===== src/rtl/dmx_tx_pkg.sv =====
package dmx_tx_pkg;

    localparam int SLOT_BITS  = 11;
    localparam int DATA_BITS  = 8;
    localparam logic [DATA_BITS-1:0] START_CODE = '0;

    typedef enum logic [1:0] {
        PH_IDLE  = 2'd0,
        PH_BREAK = 2'd1,
        PH_MAB   = 2'd2,
        PH_SLOTS = 2'd3
    } dmx_phase_e;

endpackage


===== src/rtl/dmx_bit_divider.sv =====
module dmx_bit_divider #(
    parameter int CLKS_PER_BIT = 64
) (
    input  logic clk,
    input  logic rst_n,
    input  logic run_i,
    output logic tick_o
);
    localparam int DIV_W = (CLKS_PER_BIT > 2) ? $clog2(CLKS_PER_BIT) : 1;
    localparam logic [DIV_W-1:0] DIV_LAST = DIV_W'(CLKS_PER_BIT - 1);

    logic [DIV_W-1:0] cnt_d, cnt_q;

    always_comb begin
        cnt_d  = '0;
        tick_o = 1'b0;
        if (run_i) begin
            if (cnt_q == DIV_LAST) begin
                tick_o = 1'b1;
            end else begin
                cnt_d = cnt_q + 1'b1;
            end
        end
    end

    always_ff @(posedge clk or negedge rst_n) begin
        if (!rst_n) cnt_q <= '0;
        else        cnt_q <= cnt_d;
    end

    // the divider stays cleared whenever slots are not being sent
    assert_div_parked_R4: assert property (@(posedge clk) disable iff (!rst_n)
        !run_i |=> (cnt_q == '0));

    // a tick is followed by a full bit period before the next one
    assert_tick_spacing_R4: assert property (@(posedge clk) disable iff (!rst_n)
        tick_o |=> !tick_o);

endmodule


===== src/rtl/dmx_slot_serializer.sv =====
module dmx_slot_serializer
    import dmx_tx_pkg::*;
(
    input  logic                 clk,
    input  logic                 rst_n,
    input  logic                 load_i,
    input  logic [DATA_BITS-1:0] byte_i,
    input  logic                 tick_i,
    output logic                 bit_o,
    output logic                 last_o
);
    localparam int IDX_W = $clog2(SLOT_BITS);
    localparam logic [IDX_W-1:0] IDX_LAST = IDX_W'(SLOT_BITS - 1);

    typedef struct packed {
        logic [SLOT_BITS-1:0] frame;
        logic [IDX_W-1:0]     idx;
    } ser_t;

    ser_t s_d, s_q;

    always_comb begin
        s_d    = s_q;
        last_o = tick_i && (s_q.idx == IDX_LAST);
        if (load_i) begin
            // stop bits high on top, start bit low at the bottom
            s_d.frame = {2'b11, byte_i, 1'b0};
            s_d.idx   = '0;
        end else if (tick_i) begin
            s_d.frame = {1'b1, s_q.frame[SLOT_BITS-1:1]};
            s_d.idx   = (s_q.idx == IDX_LAST) ? s_q.idx : s_q.idx + 1'b1;
        end
    end

    assign bit_o = s_q.frame[0];

    always_ff @(posedge clk or negedge rst_n) begin
        if (!rst_n) begin
            s_q.frame <= '1;
            s_q.idx   <= '0;
        end else begin
            s_q <= s_d;
        end
    end

    // a freshly loaded slot opens with a low start bit
    assert_start_bit_low_R4: assert property (@(posedge clk) disable iff (!rst_n)
        load_i |=> (bit_o == 1'b0));

    // the slot end only comes when the two stop bits are on the line
    assert_stop_at_end_R4: assert property (@(posedge clk) disable iff (!rst_n)
        last_o |-> (bit_o == 1'b1));

endmodule


===== src/rtl/dmx_packet_tx.sv =====
module dmx_packet_tx
    import dmx_tx_pkg::*;
#(
    parameter int CLKS_PER_BIT = 64,
    parameter int BREAK_BITS   = 22,
    parameter int MAB_BITS     = 2,
    parameter int NUM_CHANNELS = 100
) (
    input  logic       clk,
    input  logic       rst_n,
    input  logic       start_i,
    input  logic [7:0] chan_value_i,
    output logic       line_o,
    output logic       busy_o,
    output logic       done_o
);
    localparam int BREAK_CLKS = BREAK_BITS * CLKS_PER_BIT;
    localparam int MAB_CLKS   = MAB_BITS * CLKS_PER_BIT;
    localparam int GAP_MAX    = (BREAK_CLKS > MAB_CLKS) ? BREAK_CLKS : MAB_CLKS;
    localparam int GAP_W      = $clog2(GAP_MAX + 1);
    localparam int SLOT_W     = $clog2(NUM_CHANNELS + 1);
    localparam logic [SLOT_W-1:0] SLOT_LAST = SLOT_W'(NUM_CHANNELS);

    generate
        if (BREAK_BITS < 22 || MAB_BITS < 2 || NUM_CHANNELS < 1 ||
            NUM_CHANNELS > 512 || CLKS_PER_BIT < 2) begin : g_cfg_reject
            $error("dmx_packet_tx: timing or channel count below the allowed range");
        end
    endgenerate

    typedef struct packed {
        dmx_phase_e          phase;
        logic [GAP_W-1:0]    gap;
        logic [SLOT_W-1:0]   slot;
        logic [DATA_BITS-1:0] value;
        logic                done;
    } seq_t;

    seq_t seq_d, seq_q;

    logic                 div_run;
    logic                 bit_tick;
    logic                 ser_load;
    logic [DATA_BITS-1:0] ser_byte;
    logic                 ser_bit;
    logic                 slot_end;

    assign div_run = (seq_q.phase == PH_SLOTS);

    dmx_bit_divider #(
        .CLKS_PER_BIT(CLKS_PER_BIT)
    ) u_divider (
        .clk    (clk),
        .rst_n  (rst_n),
        .run_i  (div_run),
        .tick_o (bit_tick)
    );

    dmx_slot_serializer u_serializer (
        .clk    (clk),
        .rst_n  (rst_n),
        .load_i (ser_load),
        .byte_i (ser_byte),
        .tick_i (bit_tick),
        .bit_o  (ser_bit),
        .last_o (slot_end)
    );

    always_comb begin
        seq_d      = seq_q;
        seq_d.done = 1'b0;
        ser_load   = 1'b0;
        ser_byte   = START_CODE;
        unique case (seq_q.phase)
            PH_IDLE: begin
                if (start_i) begin
                    seq_d.phase = PH_BREAK;
                    seq_d.gap   = GAP_W'(BREAK_CLKS - 1);
                    seq_d.slot  = '0;
                    seq_d.value = chan_value_i;
                end
            end
            PH_BREAK: begin
                if (seq_q.gap == '0) begin
                    seq_d.phase = PH_MAB;
                    seq_d.gap   = GAP_W'(MAB_CLKS - 1);
                end else begin
                    seq_d.gap = seq_q.gap - 1'b1;
                end
            end
            PH_MAB: begin
                if (seq_q.gap == '0) begin
                    seq_d.phase = PH_SLOTS;
                    seq_d.slot  = '0;
                    ser_load    = 1'b1;
                    ser_byte    = START_CODE;
                end else begin
                    seq_d.gap = seq_q.gap - 1'b1;
                end
            end
            PH_SLOTS: begin
                if (slot_end) begin
                    if (seq_q.slot == SLOT_LAST) begin
                        seq_d.phase = PH_IDLE;
                        seq_d.done  = 1'b1;
                    end else begin
                        seq_d.slot = seq_q.slot + 1'b1;
                        ser_load   = 1'b1;
                        ser_byte   = seq_q.value;
                    end
                end
            end
            default: seq_d.phase = PH_IDLE;
        endcase
    end

    always_ff @(posedge clk or negedge rst_n) begin
        if (!rst_n) begin
            seq_q.phase <= PH_IDLE;
            seq_q.gap   <= '0;
            seq_q.slot  <= '0;
            seq_q.value <= '0;
            seq_q.done  <= 1'b0;
        end else begin
            seq_q <= seq_d;
        end
    end

    always_comb begin
        unique case (seq_q.phase)
            PH_BREAK: line_o = 1'b0;
            PH_SLOTS: line_o = ser_bit;
            default:  line_o = 1'b1;
        endcase
    end

    assign busy_o = (seq_q.phase != PH_IDLE);
    assign done_o = seq_q.done;

    // the line rests at mark whenever no packet is running
    assert_idle_mark_R1: assert property (@(posedge clk) disable iff (!rst_n)
        !busy_o |-> line_o);

    // the break holds the line low
    assert_break_low_R2: assert property (@(posedge clk) disable iff (!rst_n)
        (seq_q.phase == PH_BREAK) |-> !line_o);

    // the bit divider only runs during slots
    assert_tick_in_slots_R4: assert property (@(posedge clk) disable iff (!rst_n)
        bit_tick |-> (seq_q.phase == PH_SLOTS));

    // the captured byte cannot change during a packet
    assert_value_held_R7: assert property (@(posedge clk) disable iff (!rst_n)
        busy_o |=> (!busy_o || $stable(seq_q.value)));

    // a strobe during a packet does not restart the break
    assert_start_ignored_R8: assert property (@(posedge clk) disable iff (!rst_n)
        (busy_o && start_i && seq_q.phase != PH_BREAK) |=> (seq_q.phase != PH_BREAK));

    // done is a single-cycle pulse at the end of busy
    assert_done_single_R10: assert property (@(posedge clk) disable iff (!rst_n)
        done_o |=> !done_o);

    assert_done_after_busy_R10: assert property (@(posedge clk) disable iff (!rst_n)
        done_o |-> (!busy_o && $past(busy_o)));

endmodule


===== config.mk =====
export PLATFORM = sky130hd
export DESIGN_NAME = dmx_packet_tx
export DESIGN_NICKNAME = d
export VERILOG_FILES = /design/src/rtl/dmx_tx_pkg.sv /design/src/rtl/dmx_bit_divider.sv /design/src/rtl/dmx_slot_serializer.sv /design/src/rtl/dmx_packet_tx.sv
export SDC_FILE = /design/constraint.sdc
export NUM_CORES = 1
export LEC_CHECK = 0
export ABC_AREA = 1
export BUFFER_PORTS_ARGS = -buffer_cell sky130_fd_sc_hd__buf_2
export CELL_PAD_IN_SITES_DETAIL_PLACEMENT = 1
export CELL_PAD_IN_SITES_GLOBAL_PLACEMENT = 1
export CORE_MARGIN = 5
export CORE_UTILIZATION = 35
export CTS_BUF_LIST = sky130_fd_sc_hd__clkbuf_8
export DETAILED_ROUTE_END_ITERATION = 6
export PLACE_DENSITY = 0.66
export SETUP_SLACK_MARGIN = 0.5
export SLEW_MARGIN = 20
export SYNTH_ARGS = -nofsm -noshare
export SYNTH_HDL_FRONTEND = slang
export SYNTH_SLANG_ARGS = --single-unit

===== constraint.sdc =====
create_clock -name clk -period 2.2 [get_ports clk]
set_clock_uncertainty 0.15 [all_clocks]
set_input_delay 0.22 -clock clk [delete_from_list [all_inputs] [get_ports clk]]
set_output_delay 0.22 -clock clk [all_outputs]
set_load 0.05 [all_outputs]

# == Word level (Yosys, flattened, before mapping) ==
# Cells that the tools add are included.
# word_totals
elab_cells,69
out_inout_bits,3
ff_bits,50
inputBits,11
# op_classes
muxes,31
eq_ne,14
reduce_logical,12
add_sub_neg,4
# ops
cell,count
$pmux W11 S3,1
$mux W15,2
$mux W28,1
$mux W8,3
$mux W11,2
$mux W7,3
$pmux W7 S3,1
$mux W6,2
$ne A2 B2 Y1 const B,6
$logic_not A11 Y1,1
$sub A11 B1 Y11 const B,1
$reduce_and A5 Y1,2
$mux W1,8
$mux W2,4
$pmux W2 S4,1
$add A7 B1 Y7 const B,1
$eq A7 B7 Y1 const B,1
$add A6 B1 Y6 const B,1
$eq A6 B6 Y1 const B,1
$reduce_bool A3 Y1,2
$add A4 B1 Y4 const B,1
$eq A2 B2 Y1 const B,2
$eq A4 B4 Y1 const B,1
$mux W4,1
8 further kinds,12

# == Logic depth before layout (Yosys ltp) ==
# logic_depth
depth_word,8
ltp_mapped,11
ltp_nobuf,11

# == By module ==
# Synthesis repeated with hierarchy kept, for this count alone.
# hier_totals
hier_cells,370
area_unflattened_um2,2880.3
# modules_own_cells
module,instances,cells_per_inst,seq_area_each_um2,area_each_um2
dmx_packet_tx,1,257,725.7,1865.5
dmx_slot_serializer,1,80,336.6,725.7
dmx_bit_divider,1,33,150.1,289.0

# == Worst setup path after synthesis ==
# No wires, ideal clock.
# synth_timing
path_type,register to output
from,register seq_q[27] in the netlist's numbering
to,output port line_o
n_path_buf,1
stages_incl_launch_ff,4
setup_slack_ps,-156
required_time_ps,1830
t_arrival_ps,1986
path_cell_list,dfrtp_1 > ha_1 > clkbuf_1 > o21ai_0
# synth_via
elab_chain_len,2
elab_cells_between_ends,3
cone_classes,2 x eq/ne; 1 x mux
# synth_rtl
element,line_no,text
start: declaration,dmx_packet_tx.sv:39,"seq_t seq_d, seq_q;"
start signal: assignment,dmx_packet_tx.sv:125,seq_q <= seq_d;
$eq A2 B2 Y1 or $eq A2 B1 Y1 (tied branches),dmx_packet_tx.sv:130,unique case (seq_q.phase)
$pmux W1 S2 *,dmx_packet_tx.sv:130,
end: declaration,dmx_packet_tx.sv:13,"output logic line_o,"
# Every way passes the cells marked *; elsewhere a longest branch is shown, timed or not.

# == Worst setup path after layout ==
# layout_timing
from,register seq_q[24] in the netlist's numbering
to,register seq_q[23] in the netlist's numbering
# layout_via
elab_chain_len,3
elab_cells_between_ends,5
cone_classes,1 x eq/ne; 2 x mux; 2 x reduce/logical
# layout_rtl
element,line_no
$logic_not A11 Y1 *,"dmx_packet_tx.sv:84, dmx_packet_tx.sv:92"
$mux W11 or $ne A2 B2 Y1 (tied branches),-
$pmux W11 S3 or $reduce_and A3 Y1 (tied branches),-
# Marked as above.
# A chain may end at the register's enable or synchronous reset.

==> qor.csv <==
metric,value,unit
status,"complete, no violations",
cellLeakagePower,1.671,nW
crit_path_end_kind,register,
nNetsFinal,414,
grt_overflow,0,
dr_total_vias,2451,
critPathSlowestCell,dfrtp_1,
grt_usage,14.96,%
p_clk_share,16.4,%
drc,0,
synth.most_common_cell,nand2_1,
synth_simple_gate_area_share,31.72,%
die_x,98.44,um
crit_path_frequent_cell,nand2_1,
yosysWarnings,0,
p_sw_share,42.99,%
n_antenna_cell,0,
dpl.hpwl,4754,um
cp_slowest_stage_delay,0.45,ns
fp.dieH,98.44,um
die-area,9690,um^2
wl_per_cell,15.41,um
pwr-share-comb,52.6,%
worstPathMaxFanout,7,
worst-r2r-setup-slack,0.43,ns
min_path_type,in2reg,
drive_above_1_share,41.84,%
rsz0062_at_grt,yes,
ir_drop,355.4,uV
yosysUniqueCellTypes,34,
grt_pass1_vias,2453,
hold_violations,0,
core_area,7687,um^2
ys_seq_elements,48,
critPathKind,reg2reg,
cp.required,2.25,ns
ys.flop_type,dfrtp_1,
syn-instance-count,325,
grt_max_degree,18,
finalWeightedCongestion,0.7617,
clock_latency,0.31,ns
setup_slack,0.4284,ns
fmax,0.5645,GHz
grt_pass1_wl,11930,um
synthArstFlopShare,100.0,%
start_util,35.61,%
synth.avg_cell_area,8.423,um^2
synth_area,2738,um^2
period_needed,1.772,ns
synth_fa_ha_area_share,5.484,%
clk_pin_slew,0.10,ns
yosysTopAreaCell,dfrtp_1,
switchingPower,1.761,mW
portBuffers,13,
routed_via_density,4.962,
routed_wl,7615,um
fin_crit_sh,80.53,%
drv_cap,0,
synth_edf_count,0,
slew_headroom,67.47,%
yosys.area.top_type_share,35.65,%
antenna_found_initial,0,
first_pass_iters,5,
synth_mux_area_share,2.879,%
post-place-ws,0.3113,ns
intPower,2.336,mW
worstPathArrival,1.82,ns
worst_pin_slew,0.4828,ns
syn_nets,348,
fillers,909,
top_level_ports,14,
p_per_area,1086,nW/um^2
synth_top_family_by_area,simple AND/OR/NAND/NOR gates,
cts_buffer_depth,2,
ys_seq_area_share,44.29,%
synth_area_leaders,"dfrtp_1, nand2_1, dfstp_2",
synthTopCellsByCount,"nand2_1, nor2_1, dfrtp_1",
path_cells,nor2_2 -> nand3_2 -> nor2_4 -> nand2_4 -> buf_12 -> nand3_1 -> nand2_1 -> nand2_1 -> nor2_1,
synth_compound_area_share,8.455,%
synth_xor_xnor_area_share,1.920,%
slew_viol_final,0,
numCtsBuffers,5,
ant_nets,0,
cts.sinks,48,
cts_max_level,2,
drtIter0Drc,66,
setup_viol,0,
area_growth,37.75,%
clockRootBuffer,clkbuf_8,
rows,32,
p_seq_share,31.0,%
cts_tree,built,
start_kind,register,
finalSetupTns,0,ns
-- per-stage QoR --
stage	hold slack (ns)	utilization (%)	power, mW	cell area [um^2]	instances
after floorplan	-0.2256	-	2.399	2779	325
after global placement	0.008761	38.74	2.679	2978	440
after detailed placement	0.01319	38.74	2.714	2978	440
after CTS	0.1874	44.58	3.757	3427	470
after global routing	0.2377	49.06	4.405	3771	494
final	0.1908	49.06	4.097	3771	494
-- worst paths after layout --
kind                                        to                from  cells past startpoint
setup / recovery                     seq_q[23]           seq_q[24]                      9
hold / removal                       seq_q[27]             start_i                      5
setup reg to reg                     seq_q[23]           seq_q[24]                      9
hold reg to reg             u_serializer.bit_o  u_serializer.bit_o                      2
max in group asynchronous  u_serializer.s_q[6]               rst_n                      3
min in group asynchronous   u_divider.cnt_q[0]               rst_n                      2
-- sequential cells by signal (all words and copies together) (netlist names) --
name / flops
u_serializer.bit_o: 1
done_o: 1
u_serializer.s_q: 12
seq_q: 28
u_divider.cnt_q: 6
-- cell usage in the layout (no fill, tap or decap), drive strengths merged, types with 12 or more instances in the layout --
master,instances
a21oi,15
buf,53
dfrtp,39
ha,12
inv,28
nand2,81
nand3,30
nand4,14
nor2,51
o21ai,19
-- cells by family after synthesis --
logic type	count (synthesis)
AND/OR/NAND/NOR	179
flip-flops	48
AO/OA/AOI/OAI	38
buffers and inverters	35
XOR/XNOR	6
multiplexers	7
adder cells (fa/ha/maj)	12
-- final cells by class --
| cell class | count | area [um^2] | area share (%) |
|---|---|---|---|
| Inverter | 29 | 121.4 | 3.218 |
| Sequential cell | 48 | 1216 | 32.25 |
| Tap cell | 102 | 127.6 | 3.384 |
| Clock inverter | 3 | 46.29 | 1.228 |
| Multi-Input combinational cell | 244 | 1654 | 43.86 |
| Clock buffer | 5 | 68.82 | 1.825 |
| Timing Repair Buffer | 63 | 536.8 | 14.23 |
-- power by group through the flow --
stage / clock network, mW / logic (mW) / registers [mW]
2_1_floorplan: 0 / 1.17 / 1.23
3_3_place_gp: 0 / 1.42 / 1.26
3_5_place_dp: 0 / 1.43 / 1.28
4_1_cts: 0.696 / 1.80 / 1.26
5_1_grt: 0.730 / 2.37 / 1.30
6_report: 0.672 / 2.15 / 1.27
-- metal layers --
layer	routed length, um	track usage (%)	vias up	part of all wire [%]
met3	203	2.760	12	2.7
met1	3348	19.87	1200	44
met2	3910	24.86	36	51
met4	153	4.517	0	2.0
li1	-	-	1203	-
met5	0	0	-	0
-- critical path, delay by kind of cell, from the launching register on --
family        cells  cell delay [ns]
simple gates      8             0.89
flops             1             0.45
buf+inv           1             0.17
-- what timing repair did --
item,CTS,global route
pin swaps,11,25
cloned,2,1
gates resized for setup,33,43
hold buffers,9,0
hold endpoints to repair,22,0
buffers inserted,11,23
setup endpoints to repair,36,43
(Power assumes the default switching activity.)
